<file path="src/rtl/remap_pkg.sv">
// Shared types for the address-line clamp remapper.
// Assumes exactly six clamped lines; the struct width follows OVR_W.
package remap_pkg;
    localparam int OVR_W = 6;

    typedef struct packed {
        logic [OVR_W-1:0] en;
        logic [OVR_W-1:0] val;
    } ovr_t;

    localparam ovr_t OVR_PASS = '0;
endpackage

</file>
<file path="src/rtl/remap_table.sv">
// Per-task clamp table with one write port and one forwarding read port.
// The read port returns the data being written this cycle when the
// indices match, so a load in the same cycle sees the new contents.
module remap_table
    import remap_pkg::*;
#(
    parameter int TASKS = 8,
    parameter int TID_W = 3
) (
    input  logic             clk,
    input  logic             rst_n,
    input  logic             we,
    input  logic [TID_W-1:0] widx,
    input  ovr_t             wdata,
    input  logic [TID_W-1:0] rtid,
    output ovr_t             rdata
);
    ovr_t ent [TASKS];

    // Store entries; reset to all-pass.
    always_ff @(posedge clk) begin
        for (int i = 0; i < TASKS; i++) begin
            if (!rst_n)
                ent[i] <= OVR_PASS;
            else if (we && widx == TID_W'(i))
                ent[i] <= wdata;
        end
    end

    // Read with forwarding of a same-cycle write.
    always_comb begin
        rdata = ent[rtid];
        if (we && widx == rtid)
            rdata = wdata;
    end
endmodule

</file>
<file path="src/rtl/remap_ctx.sv">
// Context controller: owns the active task ID, the live clamp setting and a
// pending-change slot used while the DMA lock holds the mapping frozen.
// Assumes table reads are forwarded (see remap_table).
module remap_ctx
    import remap_pkg::*;
#(
    parameter int TID_W = 3
) (
    input  logic             clk,
    input  logic             rst_n,
    input  logic             ctx_sw,
    input  logic [TID_W-1:0] ctx_tid,
    input  logic             dma_lock,
    input  logic             tbl_we,
    input  logic [TID_W-1:0] tbl_idx,
    output logic [TID_W-1:0] rd_tid,
    input  ovr_t             rd_data,
    output logic [TID_W-1:0] act_tid,
    output ovr_t             live
);
    logic             pend_q, pend_d;
    logic [TID_W-1:0] ptid_q, ptid_d;
    logic             load;

    // Decide whether a new mapping loads this cycle and what stays pending.
    always_comb begin
        pend_d = pend_q;
        ptid_d = ptid_q;
        load   = 1'b0;
        rd_tid = act_tid;
        if (ctx_sw) begin
            if (dma_lock) begin
                pend_d = 1'b1;
                ptid_d = ctx_tid;
            end else begin
                load   = 1'b1;
                rd_tid = ctx_tid;
                pend_d = 1'b0;
            end
        end else if (dma_lock) begin
            if (tbl_we && tbl_idx == act_tid && !pend_q) begin
                pend_d = 1'b1;
                ptid_d = act_tid;
            end
        end else if (pend_q) begin
            load   = 1'b1;
            rd_tid = ptid_q;
            pend_d = 1'b0;
        end else if (tbl_we && tbl_idx == act_tid) begin
            load = 1'b1;
        end
    end

    // Register active task, live mapping and pending slot.
    always_ff @(posedge clk) begin
        if (!rst_n) begin
            act_tid <= '0;
            live    <= OVR_PASS;
            pend_q  <= 1'b0;
            ptid_q  <= '0;
        end else begin
            pend_q <= pend_d;
            ptid_q <= ptid_d;
            if (load) begin
                act_tid <= rd_tid;
                live    <= rd_data;
            end
        end
    end
endmodule

</file>
<file path="src/rtl/remap_xlate.sv">
// Combinational address translator: inside the region and outside interrupt
// context, each clamp line takes the live value where enabled, else the bus bit.
// Assumes REGION_LG > OVR_W and ADDR_W > REGION_LG.
module remap_xlate
    import remap_pkg::*;
#(
    parameter int              ADDR_W    = 32,
    parameter logic [ADDR_W-1:0] BASE_ADDR = 32'h6000_0000,
    parameter int              REGION_LG = 19
) (
    input  logic [ADDR_W-1:0] bus_addr,
    input  logic              irq_ctx,
    input  ovr_t              live,
    output logic [ADDR_W-1:0] phys_addr,
    output logic              remap_hit
);
    localparam int LOW_BIT = REGION_LG - OVR_W;

    logic [OVR_W-1:0] clamped;
    logic             in_win;
    logic             apply;

    // Per-line select between the live value and the bus bit.
    for (genvar b = 0; b < OVR_W; b++) begin : g_line
        assign clamped[b] = live.en[b] ? live.val[b] : bus_addr[LOW_BIT+b];
    end

    // Region decode and output assembly.
    always_comb begin
        in_win    = bus_addr[ADDR_W-1:REGION_LG] == BASE_ADDR[ADDR_W-1:REGION_LG];
        apply     = in_win && !irq_ctx;
        phys_addr = bus_addr;
        if (apply)
            phys_addr = {bus_addr[ADDR_W-1:REGION_LG], clamped, bus_addr[LOW_BIT-1:0]};
        remap_hit = apply && (|live.en);
    end
endmodule

</file>
<file path="src/rtl/line_clamp_remap.sv">
// Top of the address-line clamp remapper: table, context controller and
// translator. Assumes the region base is aligned to 2**REGION_LG.
module line_clamp_remap
    import remap_pkg::*;
#(
    parameter int                ADDR_W    = 32,
    parameter logic [ADDR_W-1:0] BASE_ADDR = 32'h6000_0000,
    parameter int                REGION_LG = 19,
    parameter int                TASKS     = 8,
    localparam int               TID_W     = $clog2(TASKS)
) (
    input  logic              clk,
    input  logic              rst_n,
    input  logic [ADDR_W-1:0] bus_addr,
    input  logic              irq_ctx,
    input  logic              ctx_sw,
    input  logic [TID_W-1:0]  ctx_tid,
    input  logic              dma_lock,
    input  logic              tbl_we,
    input  logic [TID_W-1:0]  tbl_idx,
    input  logic [OVR_W-1:0]  tbl_en,
    input  logic [OVR_W-1:0]  tbl_val,
    output logic [ADDR_W-1:0] phys_addr,
    output logic              remap_hit,
    output logic [TID_W-1:0]  active_tid
);
    ovr_t             wdata;
    ovr_t             rd_data;
    ovr_t             live;
    logic [TID_W-1:0] rd_tid;

    assign wdata = '{en: tbl_en, val: tbl_val};

    remap_table #(.TASKS(TASKS), .TID_W(TID_W)) u_tbl (
        .clk(clk), .rst_n(rst_n), .we(tbl_we), .widx(tbl_idx), .wdata(wdata),
        .rtid(rd_tid), .rdata(rd_data)
    );

    remap_ctx #(.TID_W(TID_W)) u_ctx (
        .clk(clk), .rst_n(rst_n), .ctx_sw(ctx_sw), .ctx_tid(ctx_tid),
        .dma_lock(dma_lock), .tbl_we(tbl_we), .tbl_idx(tbl_idx),
        .rd_tid(rd_tid), .rd_data(rd_data), .act_tid(active_tid), .live(live)
    );

    remap_xlate #(.ADDR_W(ADDR_W), .BASE_ADDR(BASE_ADDR), .REGION_LG(REGION_LG)) u_xl (
        .bus_addr(bus_addr), .irq_ctx(irq_ctx), .live(live),
        .phys_addr(phys_addr), .remap_hit(remap_hit)
    );
endmodule

</file>
<file path="config.mk">
export PLATFORM = sky130hd
export DESIGN_NAME = line_clamp_remap
export DESIGN_NICKNAME = d
export VERILOG_FILES = /design/src/rtl/remap_pkg.sv /design/src/rtl/remap_table.sv /design/src/rtl/remap_ctx.sv /design/src/rtl/remap_xlate.sv /design/src/rtl/line_clamp_remap.sv
export SDC_FILE = /design/constraint.sdc
export NUM_CORES = 1
export LEC_CHECK = 0
export BUFFER_PORTS_ARGS = -buffer_cell sky130_fd_sc_hd__buf_2
export CAP_MARGIN = 25
export CORE_MARGIN = 4
export CORE_UTILIZATION = 35
export DETAILED_ROUTE_END_ITERATION = 8
export HOLD_SLACK_MARGIN = 0.06
export PLACE_DENSITY_LB_ADDON = 0.05
export SYNTH_ARGS = -nofsm -noshare
export SYNTH_HDL_FRONTEND = slang
export SYNTH_SLANG_ARGS = --single-unit
</file>
<file path="constraint.sdc">
create_clock -name clk -period 2.4 [get_ports clk]
set_input_delay 0.6 -clock clk [delete_from_list [all_inputs] [get_ports clk]]
set_output_delay 0.6 -clock clk [all_outputs]
set_load 0.1 [all_outputs]
</file>
== Word-level counts from Yosys, hierarchy flattened ==
Memory sizes are Yosys's and may differ from the RTL's.
Index checks and enable logic that the tools add are counted.
Storage, ports and cells
  register bits: 19
  bits in latches: 0
  RAM bits: 96
  ROM bits: 0
  bits of input ports: 56
  output and inout port bits: 36
  word-level logic and storage cells: 102
  memories kept: 1
Operators by class
  add/sub/neg operators: 0
  $mul: 0
  divide/modulo/power cells: 0
  magnitude comparators: 0
  equality and inequality tests: 11
  shift operators: 0
  mux-type cells: 58
  bitwise logic cells: 8
  reduce and logical (&&, ||, !) cells: 19
Memory list
  u_tbl.ent: depth 8, width 12, rd ports 1, clocked after Yosys merged registers in 0, write ports 8, RTL line remap_table.sv:18  | ovr_t ent [TASKS];
Operators by type and width (number)
  $mux 12: 9
  $mux 1: 40
  $mux 3: 8
  $mux 19: 1
  $eq 13x12->1 const B: 1
  $logic_and 1x1->1: 13
  $eq 3x3->1 const B: 4
  $or 1x1->1: 8
  $eq 3x2->1 const B: 2
  $eq 3x3->1: 2
  $reduce_or 6->1: 1
  $eq 3x1->1 const B: 1
  $logic_not 3->1: 1
  $ne 3x2->1 const B: 1
  $logic_not 1->1: 2
  $reduce_and 2->1: 1
  $reduce_bool 2->1: 1

== Logic depth before layout (Yosys ltp) ==
Gate-level depths: netlist of the first run.
  depth in word-level cells: 6
  mapped depth: 10
  gate-level depth less buffers: 6

== By module ==
From an unflattened synthesis of the first run, not the netlist that was laid out.
Second synthesis, totals
  cell total of the unflattened synthesis: 419
  area, all modules: 5967.0 um^2
Modules (own cells, without submodules)
  remap_table: instances 1, cells each 286, area an instance 4635.7 um^2, sequential area each 2882.8 um^2
  remap_ctx: instances 1, cells each 79, area an instance 854.6 um^2, sequential area each 380.4 um^2
  remap_xlate: instances 1, cells each 54, area an instance 476.7 um^2, sequential area each 0.0 um^2

== Worst setup path before layout of the first run ==
Ideal clock, no wire load.
  kind: input -> output
  from: in bus_addr[20]
  to: out phys_addr[13]
  arrival time: 2.386 ns
  required time: 1.800 ns
  setup slack: -0.586 ns
  cell stages on the path: 4
  buffers on the path: 0
  cell sequence: or4_1 > nor4_4 > nand2_1 > mux2_1
Between the ends
  longest elaborated chain between the ends: 3
Ends and longest elaborated chain
  from (decl): RTL line line_clamp_remap.sv:14  | input logic [ADDR_W-1:0] bus_addr,
  $eq 13x12->1: RTL line remap_xlate.sv:30  | in_win = bus_addr[ADDR_W-1:REGION_LG] == BASE_ADDR[ADDR_W-1:REGION_LG];
  $logic_and 1x1->1: RTL line remap_xlate.sv:31  | apply = in_win && !irq_ctx;
  $mux 19: RTL line remap_xlate.sv:33  | if (apply)
  to (decl): RTL line line_clamp_remap.sv:23  | output logic [ADDR_W-1:0] phys_addr,
No other way between the ends.

== Worst setup path in the final report of the first run ==
  from: in bus_addr[21]
  to: out phys_addr[13]
Same word-level chain as after synthesis.

==> results of run 1 <==
==> routing by layer <==
layer,vias up,wire length [µm]
met5,-,0
met4,0,104
met3,13,647
met2,86,6500
met1,1782,6780
li1,1795,-
==> logic make-up after synthesis <==
| logic type | after synthesis | share of synthesized area (%) |
|---|---|---|
| mux | 59 | 10.4 |
| xor+xnor | 6 | 0.913 |
| flops | 115 | 56.7 |
| compound gates | 66 | 9.02 |
| simple gates | 164 | 16.8 |
| buf+inv | 54 | 6.17 |
==> worst min-delay path: stages, from the launching register on <==
cell     delay (ns)
dfxtp_1        0.34
a22oi_2        0.07
o21ai_1        0.06
==> layout by cell type (no fill, tap or decap), drive strengths merged, types with 8 or more instances in the layout <==
cell / instances
clkbuf: 21
edfxtp: 96
o21ai: 20
buf: 101
mux2i: 51
nand2: 23
and2: 98
nor2: 14
dfxtp: 19
mux2: 8
a22oi: 36
==> final timing paths <==
kind / start / end / slack, ns
hold / removal: u_ctx.live[3] / u_ctx.live[3] / 0.51
setup reg to reg: u_ctx.pend_q / u_ctx.live[11] / 0.39
setup / recovery: bus_addr[21] / phys_addr[13] / -0.30
hold reg to reg: u_ctx.live[3] / u_ctx.live[3] / 0.51
==> final cells by class <==
type / count / share of cell area (%)
Sequential cell: 115 / 46.2
Multi-Input combinational cell: 295 / 31.4
Timing Repair Buffer: 101 / 11.0
Clock buffer: 21 / 6.23
Tap cell: 216 / 3.82
Clock inverter: 9 / 1.27
Inverter: 1 / 0.0531
==> metrics by stage <==
step | hold WS, ns | cells
floorplan | 0.466 | 464
global placement | 0.506 | 726
detailed placement | 0.506 | 726
CTS | 0.518 | 757
global route | 0.557 | 758
finish | 0.506 | 758
==> where the power goes <==
group / leakage [nW] / internal, mW / switching, mW
clock: 0.260 / 1.49 / 0.811
sequential: 1.08 / 2.30 / 0.0534
combinational: 1.54 / 0.286 / 0.492
total: 2.88 / 4.08 / 1.36
==> state kept, by name (all words and copies together), names as in the netlist <==
register and count:
u_ctx.act_tid 3, u_ctx.live 12, u_ctx.pend_q 1, u_ctx.ptid_q 3, u_tbl.ent 96
==> repair_timing <==
| item | 4_1_cts | 5_1_grt |
|---|---|---|
| setup endpoints to repair | 7 | 7 |
| resized for setup | 12 | 3 |
| pin swaps | 4 | 1 |
| gates cloned | 0 | 0 |
| setup buffers | 1 | 1 |
==> flow_metrics.py, run 1 <==
metrics = {
    "timing": {
        "final_period_minus_worst_setup_slack_ns": 2.70,
        "max_freq_ghz": 0.371,
        "report.final.setup_viol": 7,
        "postLayoutSetupSlackWorst_ns": -0.297,
        "worst_clock_skew_ns": 0.00391,
        "final_max_slew_viol_count": 0,
        "finalCritPeriodShare_pct": 112,
        "timing_worst_slew_pin_value_ns": 0.839,
        "rsz0062_at_grt": "yes",
        "final_hold_viol_count": 0,
        "timing.slew.headroom_pct": 43.9,
        "totalNegativeSetupSlack_ns": -1.98,
    },
    "logic_synthesis": {
        "ys_dominant_reg_cell": "edfxtp_1",
        "synth.largest_area_cell": "edfxtp_1",
        "syn_avg_cell_area_um2": 12.4,
        "synthMostInstantiatedCell": "and2_1",
        "synthArstFlopShare_pct": 0,
        "synth_common_cells": "98 x and2_1, 96 x edfxtp_1, 51 x mux2i_1",
        "synth_cell_area_mm2": 0.00576,
        "ys_ff_latch": 115,
        "post_synth_num_cell_types": 40,
        "synth-edff-count": 96,
        "postSynthNetCount": 520,
        "synthesis.yosys.warnings": 0,
        "synthCells": 464,
        "share_of_the_yosys_chip_area_belonging_to_registers_pct": 56.7,
        "cell_types_with_the_largest_area_share_after_synthesis": "edfxtp_1 50%, and2_1 11%, mux2i_1 8.9%",
        "synth_top_area_share_pct": 50.1,
    },
    "grt": {
        "grt_pass1_wl_um": 21800,
        "gr-usage-met1_pct": 22.6,
        "total_gr_overflow": 0,
        "met2_usage_pct": 24.8,
        "grt_antenna_before_repair": 0,
        "busiest_layer": "met2",
        "number_of_global_route_vias_before_repair": 3710,
        "grtUsageTotal_pct": 16.1,
        "pin_count_of_the_biggest_net_entering_global_routing": 31,
        "groute.layer.met3.usage_pct": 3.37,
    },
    "drt": {
        "detail-route-antenna-nets": 0,
        "via_count": 3676,
        "drtPass1Iterations": 4,
        "via_per_inst": 4.85,
        "wl_per_cell_um": 18.5,
        "initialDrtViolationCount": 263,
        "drc": 0,
        "wirelength_um": 14000,
    },
    "finish": {
        "area_delta_synth_final_pct": 22.7,
        "multiInputGateArea_mm2": 0.00222,
        "stdcell_area_mm2": 0.00707,
        "area.sequential_mm2": 0.00326,
        "finish.net_count": 587,
        "finish.utilization_pct": 44.2,
        "diodes": 0,
        "fillers": 1511,
        "final_layout_size_suffix_gt1_share_pct": 29.0,
    },
    "status": {
        "outcome": "finished with violations",
        "failed_checks": "setup timing",
    },
    "setup_path": {
        "worstPathCellList": "buf_6, or4_4, nor4_4, buf_6, nand2_2, mux2_4, buf_12",
        "timing.critical_path.slowest_cell_delay_ns": 0.53,
        "path_class": "input pin to output port",
        "critPathMaxFanout": 7,
        "worst-endpoint-arrival_ns": 2.10,
        "critPathBufInv": 3,
        "crit_path_top_delay_cell": "or4_4",
        "setup.worst_path.start_class": "input pin",
        "cp_data_required_time_ns": 1.80,
        "path_common_cell": "buf_6",
        "endpoint_kind": "output port",
        "cp_top_delay_family": "simple AND/OR/NAND/NOR gates",
        "worstRegToRegCells": 8,
        "worstSetupPathDepth": 7,
    },
    "pwr": {
        "post-layout-total-power_mw": 5.44,
        "leakage_nw": 2.88,
        "vdd.ir_drop.worst_uv": 462,
        "cellPowerDensity_mw_per_mm2": 769,
    },
    "min_path": {
        "min_path_cells": 2,
        "hp-class": "register to register",
    },
    "die": {
        "floorplan_die_width_um": 136,
        "initial_utilization_pct": 36.0,
        "ioPinCount": 92,
        "fp-row-count": 46,
        "chipHeight_um": 136,
        "fp.dieArea_mm2": 0.0186,
        "core_area_mm2": 0.0160,
    },
    "clock_network": {
        "worstSkewPairLatency_ns": 0.40,
        "clk_pin_slew_worst_paths_ns": 0.05,
        "hold_buffers": 0,
        "clkSinkCount": 115,
        "cts_root_buf": "clkbuf_16",
        "tritoncts": "yes",
        "htreeDepth": 4,
        "clock_tree_buffer_depth": 2,
        "cts_buffers": 17,
    },
    "place": {
        "pre_cts_ws_ns": -0.394,
        "gp_congestion": 0.820,
        "standard_cell_area_after_detailed_placement_mm2": 0.00645,
        "dp.final_hpwl_um": 9630,
        "port-buffer-count": 65,
    },
    "flow_run": {
        "drv_cap": 0,
    },
}
Power figures use the tool's default switching activity.
==> run 2: changes to the inputs <==
--- a/config.mk
+++ b/config.mk
@@ -6,7 +6,7 @@
 export NUM_CORES = 1
 export LEC_CHECK = 0
 export BUFFER_PORTS_ARGS = -buffer_cell sky130_fd_sc_hd__buf_2
-export CAP_MARGIN = 25
+export CAP_MARGIN = 30
 export CORE_MARGIN = 4
 export CORE_UTILIZATION = 35
 export DETAILED_ROUTE_END_ITERATION = 8
@@ -15,3 +15,4 @@
 export SYNTH_ARGS = -nofsm -noshare
 export SYNTH_HDL_FRONTEND = slang
 export SYNTH_SLANG_ARGS = --single-unit
+export TNS_END_PERCENT = 50
==> run 2 against run 1 <==
Against the previous run:
- the run still ends with setup timing left
- maximum frequency decreased by 0.72%
- combinational power about the same
- final cell count unchanged
- register-to-register slack got worse by 0.03 ns
- count of clock-buffer cells in the layout increased by 5
- routed wire length about the same
- clock power increased by 4%
- global-route usage decreased by 0.41 points
- setup slack got worse by 0.020 ns
- die area unchanged
- sequential share of layout area decreased by 0.12 points
- design area increased by 0.27%
- largest cell class unchanged
==> flow_metrics.py, run 2 (synthesis gave the netlist of run 1 again) <==
metrics = {
    "drt": {
        "via_per_inst": 4.85,
        "initialDrtViolationCount": 181,
        "drc": 0,
        "wirelength_um": 14000,
        "drtPass1Iterations": 4,
        "detail-route-antenna-nets": 0,
        "wl_per_cell_um": 18.5,
        "via_count": 3677,
    },
    "grt": {
        "grt_pass1_wl_um": 21300,
        "total_gr_overflow": 0,
        "pin_count_of_the_biggest_net_entering_global_routing": 28,
        "number_of_global_route_vias_before_repair": 3694,
        "grtUsageTotal_pct": 15.6,
        "grt_antenna_before_repair": 0,
    },
    "clock_network": {
        "htreeDepth": 4,
        "tritoncts": "yes",
        "clkSinkCount": 115,
        "post_cts_buffers": 0,
        "worstSkewPairLatency_ns": 0.41,
        "cts_buffers": 17,
        "clk_pin_slew_worst_paths_ns": 0.05,
        "clock_tree_buffer_depth": 2,
        "cts_root_buf": "clkbuf_16",
    },
    "timing": {
        "fin_hold_ws_ns": 0.512,
        "max_freq_ghz": 0.368,
        "final_max_slew_viol_count": 0,
        "rsz0062_at_grt": "yes",
        "finalCritPeriodShare_pct": 113,
        "worst_clock_skew_ns": 0.00998,
        "final_hold_viol_count": 0,
        "postLayoutSetupSlackWorst_ns": -0.316,
        "final_period_minus_worst_setup_slack_ns": 2.72,
        "timing_worst_slew_pin_value_ns": 0.809,
        "timing.slew.headroom_pct": 45.9,
        "report.final.setup_viol": 7,
    },
    "status": {
        "outcome": "finished with violations",
        "failed_checks": "setup timing",
    },
    "setup_path": {
        "endpoint_kind": "output port",
        "crit_start": "bus_addr[21]",
        "path_class": "input pin to output port",
        "worst-endpoint-arrival_ns": 2.12,
        "r2r_start": "u_ctx.pend_q",
        "critPathMaxFanout": 7,
        "cp_data_required_time_ns": 1.80,
        "setup.worst_path.start_class": "input pin",
    },
    "pwr": {
        "post-layout-total-power_mw": 5.54,
        "vdd.ir_drop.worst_uv": 468,
        "leakage_nw": 2.90,
        "cellPowerDensity_mw_per_mm2": 781,
    },
    "min_path": {
        "hold_path.startpoint": "u_ctx.live[4]",
        "hp-class": "register to register",
    },
    "finish": {
        "final_layout_size_suffix_gt1_share_pct": 29.0,
        "fillers": 1511,
        "final_cell_mix": "98 x and2_1, 96 x edfxtp_1, 54 x buf_2",
        "area_delta_synth_final_pct": 23.1,
        "top_regs": "u_tbl.ent x96, u_ctx.live x12",
        "finish.net_count": 584,
        "finish.utilization_pct": 44.3,
        "most_frequent_standard_cell_in_the_layout_excluding_fill_and_tap_cells": "and2_1",
        "layoutNonFillerInstCount": 758,
        "largest_register_ff_count": 96,
        "largest_register": "u_tbl.ent",
    },
    "die": {
        "fp.dieArea_mm2": 0.0186,
        "chipHeight_um": 136,
        "initial_utilization_pct": 36.0,
        "ioPinCount": 92,
        "core_area_mm2": 0.0160,
        "floorplan_die_width_um": 136,
        "fp-row-count": 46,
    },
    "place": {
        "pre_cts_ws_ns": -0.407,
        "gp_congestion": 0.782,
        "dp_cells": 725,
        "dp.final_hpwl_um": 9800,
        "port-buffer-count": 65,
    },
    "flow_run": {
        "drv_cap": 0,
    },
}
run 2: per-stage QoR:
step	cell area, µm²	setup TNS [ns]
6_report	7090	-1.98
5_1_grt	7080	-2.37
4_1_cts	7050	-1.97
3_5_place_dp	6440	-2.68
3_3_place_gp	6440	-2.53
2_1_floorplan	5790	-1.54
run 2: path summary, 6_finish.rpt:
kind	endpoint	slack (ns)	depth (start not counted)
setup reg to reg	u_ctx.live[8]	0.36	7
hold reg to reg	u_ctx.live[4]	0.51	2
setup / recovery	phys_addr[18]	-0.32	7
hold / removal	u_ctx.live[4]	0.51	2
run 2: report_power, final:
group	switching [mW]	internal [mW]
combinational	0.492	0.288
sequential	0.0545	2.30
clock	0.826	1.57
run 2: final cells by class:
class,instances,area (µm²),share of cell area (%)
diodes,1,2.50,0.0353
clock buffers,26,479,6.76
clock inverters,6,78.8,1.11
inverters,1,3.75,0.0530
multi-input cells,295,2230,31.5
flip-flops and latches,115,3260,46.1
well taps,216,270,3.81
repair buffers,98,757,10.7
run 2: worst max-delay path, cell delays in order:
cell	delay [ns]
buf_6	0.09
or4_4	0.53
nor4_4	0.17
buf_6	0.18
nand2_2	0.06
mux2_4	0.31
buf_12	0.17
run 2: metal layers:
| layer | track usage (%) | routed length [µm] | share of wire [%] | vias to the layer above |
|---|---|---|---|---|
| met5 | 0 | 0 | 0 | - |
| met1 | 22.0 | 6960 | 50 | 1775 |
| met2 | 24.1 | 6320 | 45 | 89 |
| li1 | - | - | - | 1793 |
| met4 | 4.87 | 177 | 1.3 | 0 |
| met3 | 3.40 | 585 | 4.2 | 20 |
run 2: timing repair:
action	in CTS	in global routing
resized for setup	12	6
hold buffers	0	0
setup endpoints to repair	7	7
pin swaps	3	2
endpoints found under the hold margin	0	0
